`config.mk`:
```
export PLATFORM = sky130hd
export DESIGN_NAME = ep_fifo_alloc
export DESIGN_NICKNAME = d
export VERILOG_FILES = /design/src/rtl/ep_fifo_alloc.sv
export SDC_FILE = /design/constraint.sdc
export NUM_CORES = 1
export LEC_CHECK = 0
export ABC_CLOCK_PERIOD_IN_PS = 3700
export BUFFER_PORTS_ARGS = -buffer_cell sky130_fd_sc_hd__buf_2
export CAP_MARGIN = 25
export CORE_MARGIN = 4
export CORE_UTILIZATION = 40
export CTS_CLUSTER_DIAMETER = 80
export DETAILED_ROUTE_END_ITERATION = 8
export PLACE_DENSITY_LB_ADDON = 0.3
export SYNTH_ARGS = -nofsm -noshare
export SYNTH_HDL_FRONTEND = slang
export SYNTH_SLANG_ARGS = --single-unit
```
`constraint.sdc`:
```
create_clock -name clk -period 3.7 [get_ports clk]
set_input_delay 1.11 -clock clk [delete_from_list [all_inputs] [get_ports clk]]
set_output_delay 1.11 -clock clk [all_outputs]
set_load 0.1 [all_outputs]
```
`src/rtl/ep_fifo_alloc.sv`:
```
module ep_fifo_alloc #(
  parameter int NUM_EP    = 16,
  parameter int MPS_W     = 10,
  parameter int BUF_BYTES = 2048,
  parameter int CTRL_MPS  = 64,
  localparam int IDX_W    = $clog2(NUM_EP),
  localparam int ADDR_W   = $clog2(BUF_BYTES + 1)
) (
  input  logic                       clk,
  input  logic                       rst_n,
  input  logic                       bus_rst,
  input  logic                       enumerated,
  input  logic                       cfg_wr,
  input  logic [IDX_W-1:0]           cfg_idx,
  input  logic                       cfg_en,
  input  logic                       cfg_dir,
  input  logic [MPS_W-1:0]           cfg_mps,
  output logic [NUM_EP-1:0]          ep_en,
  output logic [NUM_EP-1:0]          ep_dir,
  output logic [NUM_EP*ADDR_W-1:0]   ep_base,
  output logic [NUM_EP*MPS_W-1:0]    ep_size,
  output logic                       cfg_done,
  output logic                       cfg_err
);

  logic [MPS_W-1:0]  sz_q   [1:NUM_EP-1];
  logic [ADDR_W-1:0] base_q [1:NUM_EP-1];
  logic [NUM_EP-1:1] en_q, dir_q;
  logic [ADDR_W-1:0] ptr_q;
  logic [IDX_W:0]    exp_q;
  logic              done_q, err_q;

  wire [MPS_W-1:0] wr_size  = cfg_en ? cfg_mps : '0;
  wire [ADDR_W:0]  nxt_end  = {1'b0, ptr_q} + (ADDR_W+1)'(wr_size);
  wire             fits     = nxt_end <= (ADDR_W+1)'(BUF_BYTES);
  wire             in_order = {1'b0, cfg_idx} == exp_q;
  wire             restart  = cfg_wr && cfg_idx == '0;
  wire             last_idx = cfg_idx == IDX_W'(NUM_EP-1);
  wire             show     = done_q && enumerated;

  always_ff @(posedge clk or negedge rst_n) begin
    if (!rst_n) begin
      for (int k = 1; k < NUM_EP; k++) begin
        sz_q[k]   <= '0;
        base_q[k] <= '0;
      end
      en_q   <= '0;
      dir_q  <= '0;
      ptr_q  <= ADDR_W'(CTRL_MPS);
      exp_q  <= '0;
      done_q <= 1'b0;
      err_q  <= 1'b0;
    end else if (bus_rst || restart) begin
      for (int k = 1; k < NUM_EP; k++) begin
        sz_q[k]   <= '0;
        base_q[k] <= '0;
      end
      en_q   <= '0;
      dir_q  <= '0;
      ptr_q  <= ADDR_W'(CTRL_MPS);
      exp_q  <= bus_rst ? '0 : (IDX_W+1)'(1);
      done_q <= 1'b0;
      err_q  <= 1'b0;
    end else if (cfg_wr && !err_q) begin
      if (in_order && fits) begin
        sz_q[cfg_idx]   <= wr_size;
        base_q[cfg_idx] <= ptr_q;
        en_q[cfg_idx]   <= cfg_en;
        dir_q[cfg_idx]  <= cfg_dir;
        ptr_q           <= nxt_end[ADDR_W-1:0];
        exp_q           <= exp_q + 1'b1;
        if (last_idx) done_q <= 1'b1;
      end else begin
        err_q  <= 1'b1;
        done_q <= 1'b0;
      end
    end
  end

  for (genvar k = 0; k < NUM_EP; k++) begin : g_ep
    if (k == 0) begin : g_ctrl
      assign ep_en[0]            = 1'b1;
      assign ep_dir[0]           = 1'b0;
      assign ep_base[0 +: ADDR_W] = '0;
      assign ep_size[0 +: MPS_W]  = MPS_W'(CTRL_MPS);
    end else begin : g_data
      assign ep_en[k]                 = show & en_q[k];
      assign ep_dir[k]                = show & en_q[k] & dir_q[k];
      assign ep_base[k*ADDR_W +: ADDR_W] = show ? base_q[k] : '0;
      assign ep_size[k*MPS_W +: MPS_W]   = show ? sz_q[k] : '0;
    end
  end

  assign cfg_done = done_q;
  assign cfg_err  = err_q;

endmodule

```
==> results of run 1 <==
through the flow:
| step | hold slack [ps] | instance area (sq um) | utilization (%) |
|---|---|---|---|
| global placement | 467.1 | 28270 | 57.75 |
| detailed placement | 490.0 | 28270 | 57.75 |
| global route | 521.0 | 31020 | 63.37 |
| CTS | 503.7 | 30060 | 61.41 |
| floorplan | 455.3 | 20250 | - |
| finish | 497.7 | 31030 | 63.38 |
cell usage in the layout (no fill, tap or decap), drive strengths merged, types with 12 or more instances in the layout:
master and count:
or2 12, mux2i 202, and3 348, nand2 310
dfrtp 378, o211ai 169, nand3 71, clkbuf 79
buf 554, and2 30, nor2 23, conb 24
o21ai 172
per-layer routing:
metal / up-vias / global-route usage [%] / share of wire [%]
met4: 0 / 9.528 / 3.5
li1: 8067 / - / -
met3: 168 / 5.997 / 8.6
met2: 990 / 43.64 / 47
met1: 9270 / 35.61 / 41
met5: - / 0 / 0
Yosys cell counts, types with 2 or more instances:
| library cell | instances |
|---|---|
| buf_1 | 9 |
| a21oi_1 | 9 |
| nor2b_1 | 9 |
| mux2i_1 | 202 |
| nor2_1 | 23 |
| buf_2 | 30 |
| a31oi_1 | 3 |
| nor4_1 | 4 |
| o21a_1 | 3 |
| nand4_1 | 2 |
| buf_4 | 24 |
| o21ai_1 | 148 |
| conb_1 | 2 |
| clkbuf_1 | 194 |
| a21o_1 | 4 |
| and3_1 | 348 |
| o21ai_0 | 24 |
| buf_6 | 25 |
| nor3_1 | 4 |
| inv_1 | 3 |
| nand3_1 | 71 |
| or2_1 | 12 |
| ha_1 | 11 |
| nand2b_1 | 6 |
| nand2_1 | 310 |
| dfrtp_1 | 378 |
| xnor2_1 | 10 |
| o211ai_1 | 169 |
| and2_1 | 30 |
| a211oi_1 | 3 |
| or4_1 | 2 |
final cells by class:
cell class	count	area, sq um	area share (%)
Clock buffer	66	1325	4.271
Timing Repair Buffer	567	9751	31.43
Antenna cell	2	5.005	0.01613
Clock inverter	12	71.32	0.2299
Sequential cell	379	9489	30.58
Multi-Input combinational cell	1455	9543	30.76
Inverter	3	11.26	0.03629
Tap cell	664	830.8	2.678
state kept, by name, summed over array words and instances (netlist names):
signal    flops
dir_q        15
ptr_q        12
cfg_err       1
exp_q         5
sz_q        150
base_q      180
en_q         15
cfg_done      1
worst max path at each step:
stage / cells after the start / slack, ps / from / endpoint
6_report: 16 / -280 / cfg_en / base_q[78]$_DFFE_PN0P_
5_1_grt: 16 / -340 / cfg_en / base_q[78]$_DFFE_PN0P_
4_1_cts: 14 / -110 / cfg_en / base_q[150]$_DFFE_PN0P_
3_5_place_dp: 13 / -750 / cfg_en / base_q[80]$_DFFE_PN0P_
3_3_place_gp: 13 / -640 / cfg_en / en_q[5]$_DFFE_PN0P_
2_1_floorplan: 17 / -620 / cfg_en / base_q[96]$_DFFE_PN0P_
logic make-up (layout without fill, tap and decap cells):
kind of cell	Yosys count	count (layout)	synth area share (%)
AO/OA/AOI/OAI	376	380	12.14
XOR/XNOR	11	11	0.4860
adder cells (fa/ha/maj)	12	12	0.7952
buffers and inverters	285	648	6.987
flip-flops	379	379	47.85
multiplexers	202	202	10.20
other	2	26	0.03788
AND/OR/NAND/NOR	826	826	21.51
power by group through the flow:
stage,Combinational [uW],Sequential [uW],Clock (uW)
after floorplan,384,4230,0
after global placement,639,4230,0
after detailed placement,650,4230,0
after CTS,668,4150,4280
after global routing,744,4150,4450
final,700,4150,4240
worst reg2reg max path: stages, from the launching register on:
cell and delay (ps):
dfrtp_1 440, ha_4 190, fa_2 330, a21o_1 220, a221oi_4 330, o21ai_0 170
xnor2_1 220, nand4_1 200, buf_6 190, o32a_4 410, buf_8 170, buf_12 130
clkbuf_16 150, o211ai_1 210, o21ai_1 140
repair_timing:
item	4_1_cts	5_1_grt
setup endpoints to repair	356	376
setup buffers	8	12
hold endpoints to repair	0	0
pin swaps	8	47
gates cloned	8	21
gates resized for setup	36	129
==> reports/metrics.yaml, run 1 <==
run_status:
  status: "finished, violations left"
  violations: "negative setup slack"
synthesis:
  synth_seq_cells: 379
  synth.distinct_cells: 52
  synth_area_leader_cell: "dfrtp_1"
  ys_top_cells_by_area: "dfrtp_1 (48%), and3_1 (11%), mux2i_1 (10%)"
  avgSynthCellArea_sq_um: 9.472
  synthesis.area_sq_um: 19820
  seq_area_frac_synth_pct: 47.85
  synth_flop_cell: "dfrtp_1"
  async_flop_share_pct: 100.0
  synth_top_area_share_pct: 47.72
  syn_inst: 2093
  ys_warn_count: 0
  synth_edf_count: 0
die:
  die_y_um: 230.6
  die_x_um: 230.6
  pin_count: 407
  rows: 81
  start_util_pct: 40.50
  die_area_sq_um: 53190
  core_area_sq_um: 48950
placement:
  dp_hpwl_um: 48940
  dp.cells: 3021
  place_congestion: 0.9257
  port_buffers: 382
  place_ws_ps: -752.9
grt:
  grt-ovfl-total: 0
  antenna_found_initial: 2
  grtUsageTotal_pct: 26.87
  grt_first_pass_wirelength_um: 112600
  grt_pass1_vias: 18430
  grt_max_degree: 147
pwr:
  switching_power_uw: 2317
  swShare_pct: 25.49
  p_int_uw: 6774
  clock_power_share_pct: 46.6
  power_density_nw_per_um2: 293.0
  p_leak_uw: 0.01528
  p_total_uw: 9091
  seqPwrFrac_pct: 45.7
  comb_power_share_pct: 7.7
  peakVddDrop_v: 0.0002479
hold_path:
  hold_class: "register to register"
  whs_path_depth: 1
  min_from: "exp_q[4]$_DFFE_PN0P_"
  hold_end: "exp_q[4]$_DFFE_PN0P_"
route:
  drt_wl_total_um: 77810
  route.detailed.drc: 0
  first_pass_iters: 6
  vias: 18500
  drtIter0Drc: 1725
  wire_per_inst_um: 24.72
  ant_nets: 0
  viasPerCell: 5.875
timing:
  rsz0062_at_grt: "true"
  relSlewSlack_pct: 37.75
  setup_viol: 369
  maxSlewViolCount: 0
  hold_violations: 0
  fmax_ghz: 0.2514
  setup_ws_ps: -277.1
  final.min_clock_period_ps: 3977
  fin_crit_sh_pct: 107.5
  tightest_slew_ps: 926.1
  skew_ps: 20.43
  fin_tns_setup_ps: -42280
worst_setup_path:
  crit_path_cell_trace: "buf_6 > buf_6 > and2_4 > fa_2 > a21o_1 > a221oi_4 > o21ai_0 > xnor2_1 > nand4_1 > buf_6 > o32a_4 > buf_8 > buf_12 > clkbuf_16 > o211ai_1 > o21ai_1"
  r2r-end: "base_q[78]$_DFFE_PN0P_"
  slowest_stage: "o32a_4"
  worst-path-buf-inv: 6
  reg2reg_depth: 14
  rrSetupSlack_ps: 70
  critPathLaunchType: "input pin"
  cpMostUsedCell: "buf_6"
  crit_arrival_ps: 4410
  critPathRequiredTime_ps: 4130
  crit_path_max_incr_delay_ps: 410
  path_max_fanout: 10
  r2r-start: "ptr_q[0]$_DFFE_PN0P_"
  worstSetupPathType: "input pin to register"
  crit_family: "compound AO/OA/AOI/OAI gates"
  cp-end-kind: "register"
clock_network:
  clk_latency_ps: 570
  clockRootBuffer: "clkbuf_16"
  clk_path_buf_depth: 3
  cts_buffers: 44
  cts_tree: "yes"
  clk_pin_slew_ps: 60
  hold_buffers: 0
  clock-sinks: 379
  htree_num_levels: 2
job:
  drv_cap: 0
layout:
  final_layout_size_suffix_gt1_share_pct: 30.70
  fin_cells: 3148
  area_growth_syn_to_layout_pct: 56.51
  nets: 2483
  n_fill_cell: 3702
(Power assumes the default switching activity.)
==> run 2: changes to the inputs <==
--- a/config.mk
+++ b/config.mk
@@ -11,8 +11,10 @@
 export CORE_MARGIN = 4
 export CORE_UTILIZATION = 40
 export CTS_CLUSTER_DIAMETER = 80
+export CTS_CLUSTER_SIZE = 16
 export DETAILED_ROUTE_END_ITERATION = 8
 export PLACE_DENSITY_LB_ADDON = 0.3
+export RECOVER_POWER = 50
 export SYNTH_ARGS = -nofsm -noshare
 export SYNTH_HDL_FRONTEND = slang
 export SYNTH_SLANG_ARGS = --single-unit
==> reports/metrics.yaml, run 2 (synthesis gave the netlist of run 1 again) <==
run_status:
  status: "finished, violations left"  # unchanged
  violations: "max-capacitance violations, max-slew violations, negative setup slack"  # was negative setup slack
layout:
  final_layout_size_suffix_gt1_share_pct: 27.73  # was 30.70%
  largest_reg_flops: 180  # unchanged
  fin_cells: 3099  # was 3148
  nets: 2453  # was 2483
  largest-register: "base_q"  # unchanged
  finish.utilization_pct: 60.59  # was 63.38%
  reg_top3: "base_q x180, sz_q x150"  # unchanged
  final_common_cell: "buf_12"  # unchanged
  n_fill_cell: 3860  # was 3702
  final_cell_mix: "buf_12 (379), dfrtp_1 (377), and3_1 (333), nand2_1 (309), mux2i_1 (190)"  # was buf_12 (404), dfrtp_1 (377), and3_1 (333), nand2_1 (310), mux2i_1 (194)
  area_growth_syn_to_layout_pct: 49.62  # was 56.51%
grt:
  grt_pass1_vias: 18130  # was 18430
  antenna_found_initial: 1  # was 2
  grt_max_degree: 147  # unchanged
  grtUsageTotal_pct: 26.40  # was 26.87%
  grt-ovfl-total: 0  # unchanged
  grt_first_pass_wirelength_um: 111400  # was 112600 um
timing:
  rsz0062_at_grt: "true"  # unchanged
  relSlewSlack_pct: -21.45  # was 37.75%
  final.min_clock_period_ps: 3837  # was 3977 ps
  fin_tns_setup_ps: -6987  # was -42280 ps
  fin_crit_sh_pct: 103.7  # was 107.5%
  setup_ws_ps: -137.0  # was -277.1 ps
  tightest_slew_ps: 1822  # was 926.1 ps
  maxSlewViolCount: 67  # was 0
  hold_violations: 0  # unchanged
  fmax_ghz: 0.2606  # was 0.2514 GHz
  setup_viol: 212  # was 369
  skew_ps: 20.21  # was 20.43 ps
job:
  drv_cap: 1  # was 0
worst_setup_path:
  r2r-end: "base_q[153]$_DFFE_PN0P_"  # was base_q[78]$_DFFE_PN0P_
  cp-end-kind: "register"  # unchanged
  critPathLaunchType: "input pin"  # unchanged
  r2r-start: "ptr_q[0]$_DFFE_PN0P_"  # unchanged
  worst-path-buf-inv: 5  # was 6
  crit_arrival_ps: 4320  # was 4410 ps
  cpMostUsedCell: "buf_6"  # unchanged
  crit_path_cell_trace: "buf_6 > and2_4 > ha_4 > fa_2 > buf_6 > xor2_2 > or3_1 > nor4_2 > nand4_1 > buf_4 > o32a_4 > nor4_4 > buf_6 > clkbuf_16 > mux2i_1"  # was buf_6 > buf_6 > and2_4 > fa_2 > a21o_1 > a221oi_4 > o21ai_0 > xnor2_1 > nand4_1 > buf_6 > o32a_4 > buf_8 > buf_12 > clkbuf_16 > o211ai_1 > o21ai_1
  startpoint: "cfg_mps[0]"  # was cfg_en
  slowest_stage: "or3_1"  # was o32a_4
  critPathRequiredTime_ps: 4180  # was 4130 ps
  rrSetupSlack_ps: 180  # was 70 ps
  crit_path_max_incr_delay_ps: 390  # was 410 ps
  path_max_fanout: 6  # was 10
  reg2reg_depth: 13  # was 14
  worstSetupPathType: "input pin to register"  # unchanged
  crit_family: "simple AND/OR/NAND/NOR gates"  # was compound AO/OA/AOI/OAI gates
clock_network:
  cts_tree: "yes"  # unchanged
  clk_path_buf_depth: 3  # unchanged
  clockRootBuffer: "clkbuf_16"  # unchanged
  clk_pin_slew_ps: 80  # was 60 ps
  htree_num_levels: 1  # was 2
  cts_buffers: 29  # was 44
  clock-sinks: 379  # unchanged
  clk_latency_ps: 580  # was 570 ps
pwr:
  p_total_uw: 7838  # was 9091 uW
  p_leak_uw: 0.01457  # was 0.01528 uW
  power_density_nw_per_um2: 264.3  # was 293.0 nW/um^2
  peakVddDrop_v: 0.0003051  # was 0.0002479 V
die:
  die_y_um: 230.6  # unchanged
  die_area_sq_um: 53190  # unchanged
  core_area_sq_um: 48950  # unchanged
  die_x_um: 230.6  # unchanged
  start_util_pct: 40.50  # unchanged
  rows: 81  # unchanged
  pin_count: 407  # unchanged
hold_path:
  min_from: "exp_q[4]$_DFFE_PN0P_"  # unchanged
  whs_path_depth: 1  # unchanged
  hold_end: "exp_q[4]$_DFFE_PN0P_"  # unchanged
  hold_class: "register to register"  # unchanged
route:
  drt_wl_total_um: 76080  # was 77810 um
  route.detailed.drc: 0  # unchanged
  drtIter0Drc: 2137  # was 1725
  vias: 18210  # was 18500
  viasPerCell: 5.875  # about the same
  first_pass_iters: 6  # unchanged
  ant_nets: 0  # unchanged
  wire_per_inst_um: 24.55  # was 24.72 um
placement:
  place_ws_ps: -752.9  # unchanged
  place_congestion: 0.9257  # unchanged
  port_buffers: 382  # unchanged
  dp.cells: 3021  # unchanged
  dp_hpwl_um: 48940  # unchanged
run 2: changes by cell type in the layout (fill, tap and decap cells not counted), sizes merged:
| cell | change |
|---|---|
| diode | -1 |
| bufbuf | +1 |
| clkinvlp | +1 |
| clkbuf | -13 |
| buf | -28 |
| clkinv | -9 |
run 2: worst max-delay path by stage:
stage,end,depth (start not counted)
2_1_floorplan,base_q[96]$_DFFE_PN0P_,17
3_3_place_gp,en_q[5]$_DFFE_PN0P_,13
3_5_place_dp,base_q[80]$_DFFE_PN0P_,13
4_1_cts,base_q[150]$_DFFE_PN0P_,14
5_1_grt,sz_q[126]$_DFFE_PN0P_,15
6_report,base_q[153]$_DFFE_PN0P_,15
run 2: worst reg2reg max path, cell delays in order (launching register included):
cell and delay [ps]:
dfrtp_1 450, ha_4 200, fa_2 350, buf_6 130
xor2_2 140, or3_1 390, nor4_2 280, nand4_1 130
buf_4 160, o32a_4 360, nor4_4 290, buf_6 190
clkbuf_16 180, mux2i_1 200
run 2: final cells by class:
class | count | area (sq um) | share of cell area [%]
sequential | 379 | 9489 | 31.99
multi-input combinational | 1455 | 9407 | 31.71
timing repair buffer | 552 | 9096 | 30.67
tap | 664 | 830.8 | 2.801
clock buffer | 41 | 780.7 | 2.632
clock inverter | 4 | 43.79 | 0.1476
inverter | 3 | 11.26 | 0.03797
antenna | 1 | 2.502 | 0.008437
run 2: per-stage QoR:
step	hold WS, ps	cell area [sq um]
detailed placement	490.0	28270
floorplan	455.3	20250
CTS	507.7	29270
finish	501.1	29660
global route	526.1	29660
global placement	467.1	28270
run 2: repair_timing:
action	in CTS	in global routing
pin swaps	7	36
gates cloned	4	17
endpoints found under the setup margin	345	376
buffers inserted	4	7
gates resized for setup	20	70
hold buffers	0	0
run 2: routing by layer:
| metal | vias to the layer above | share of wire (%) | global-route usage, % |
|---|---|---|---|
| li1 | 7972 | - | - |
| met1 | 9179 | 41 | 35.69 |
| met2 | 916 | 48 | 43.31 |
| met3 | 141 | 8.2 | 4.961 |
| met4 | 0 | 3.0 | 8.269 |
| met5 | - | 0 | 0 |
run 2: report_power, final:
group | switching [uW] | internal (uW)
logic | 540 | 136
clock network | 1540 | 1470
registers | 3.30 | 4140
total | 2090 | 5750
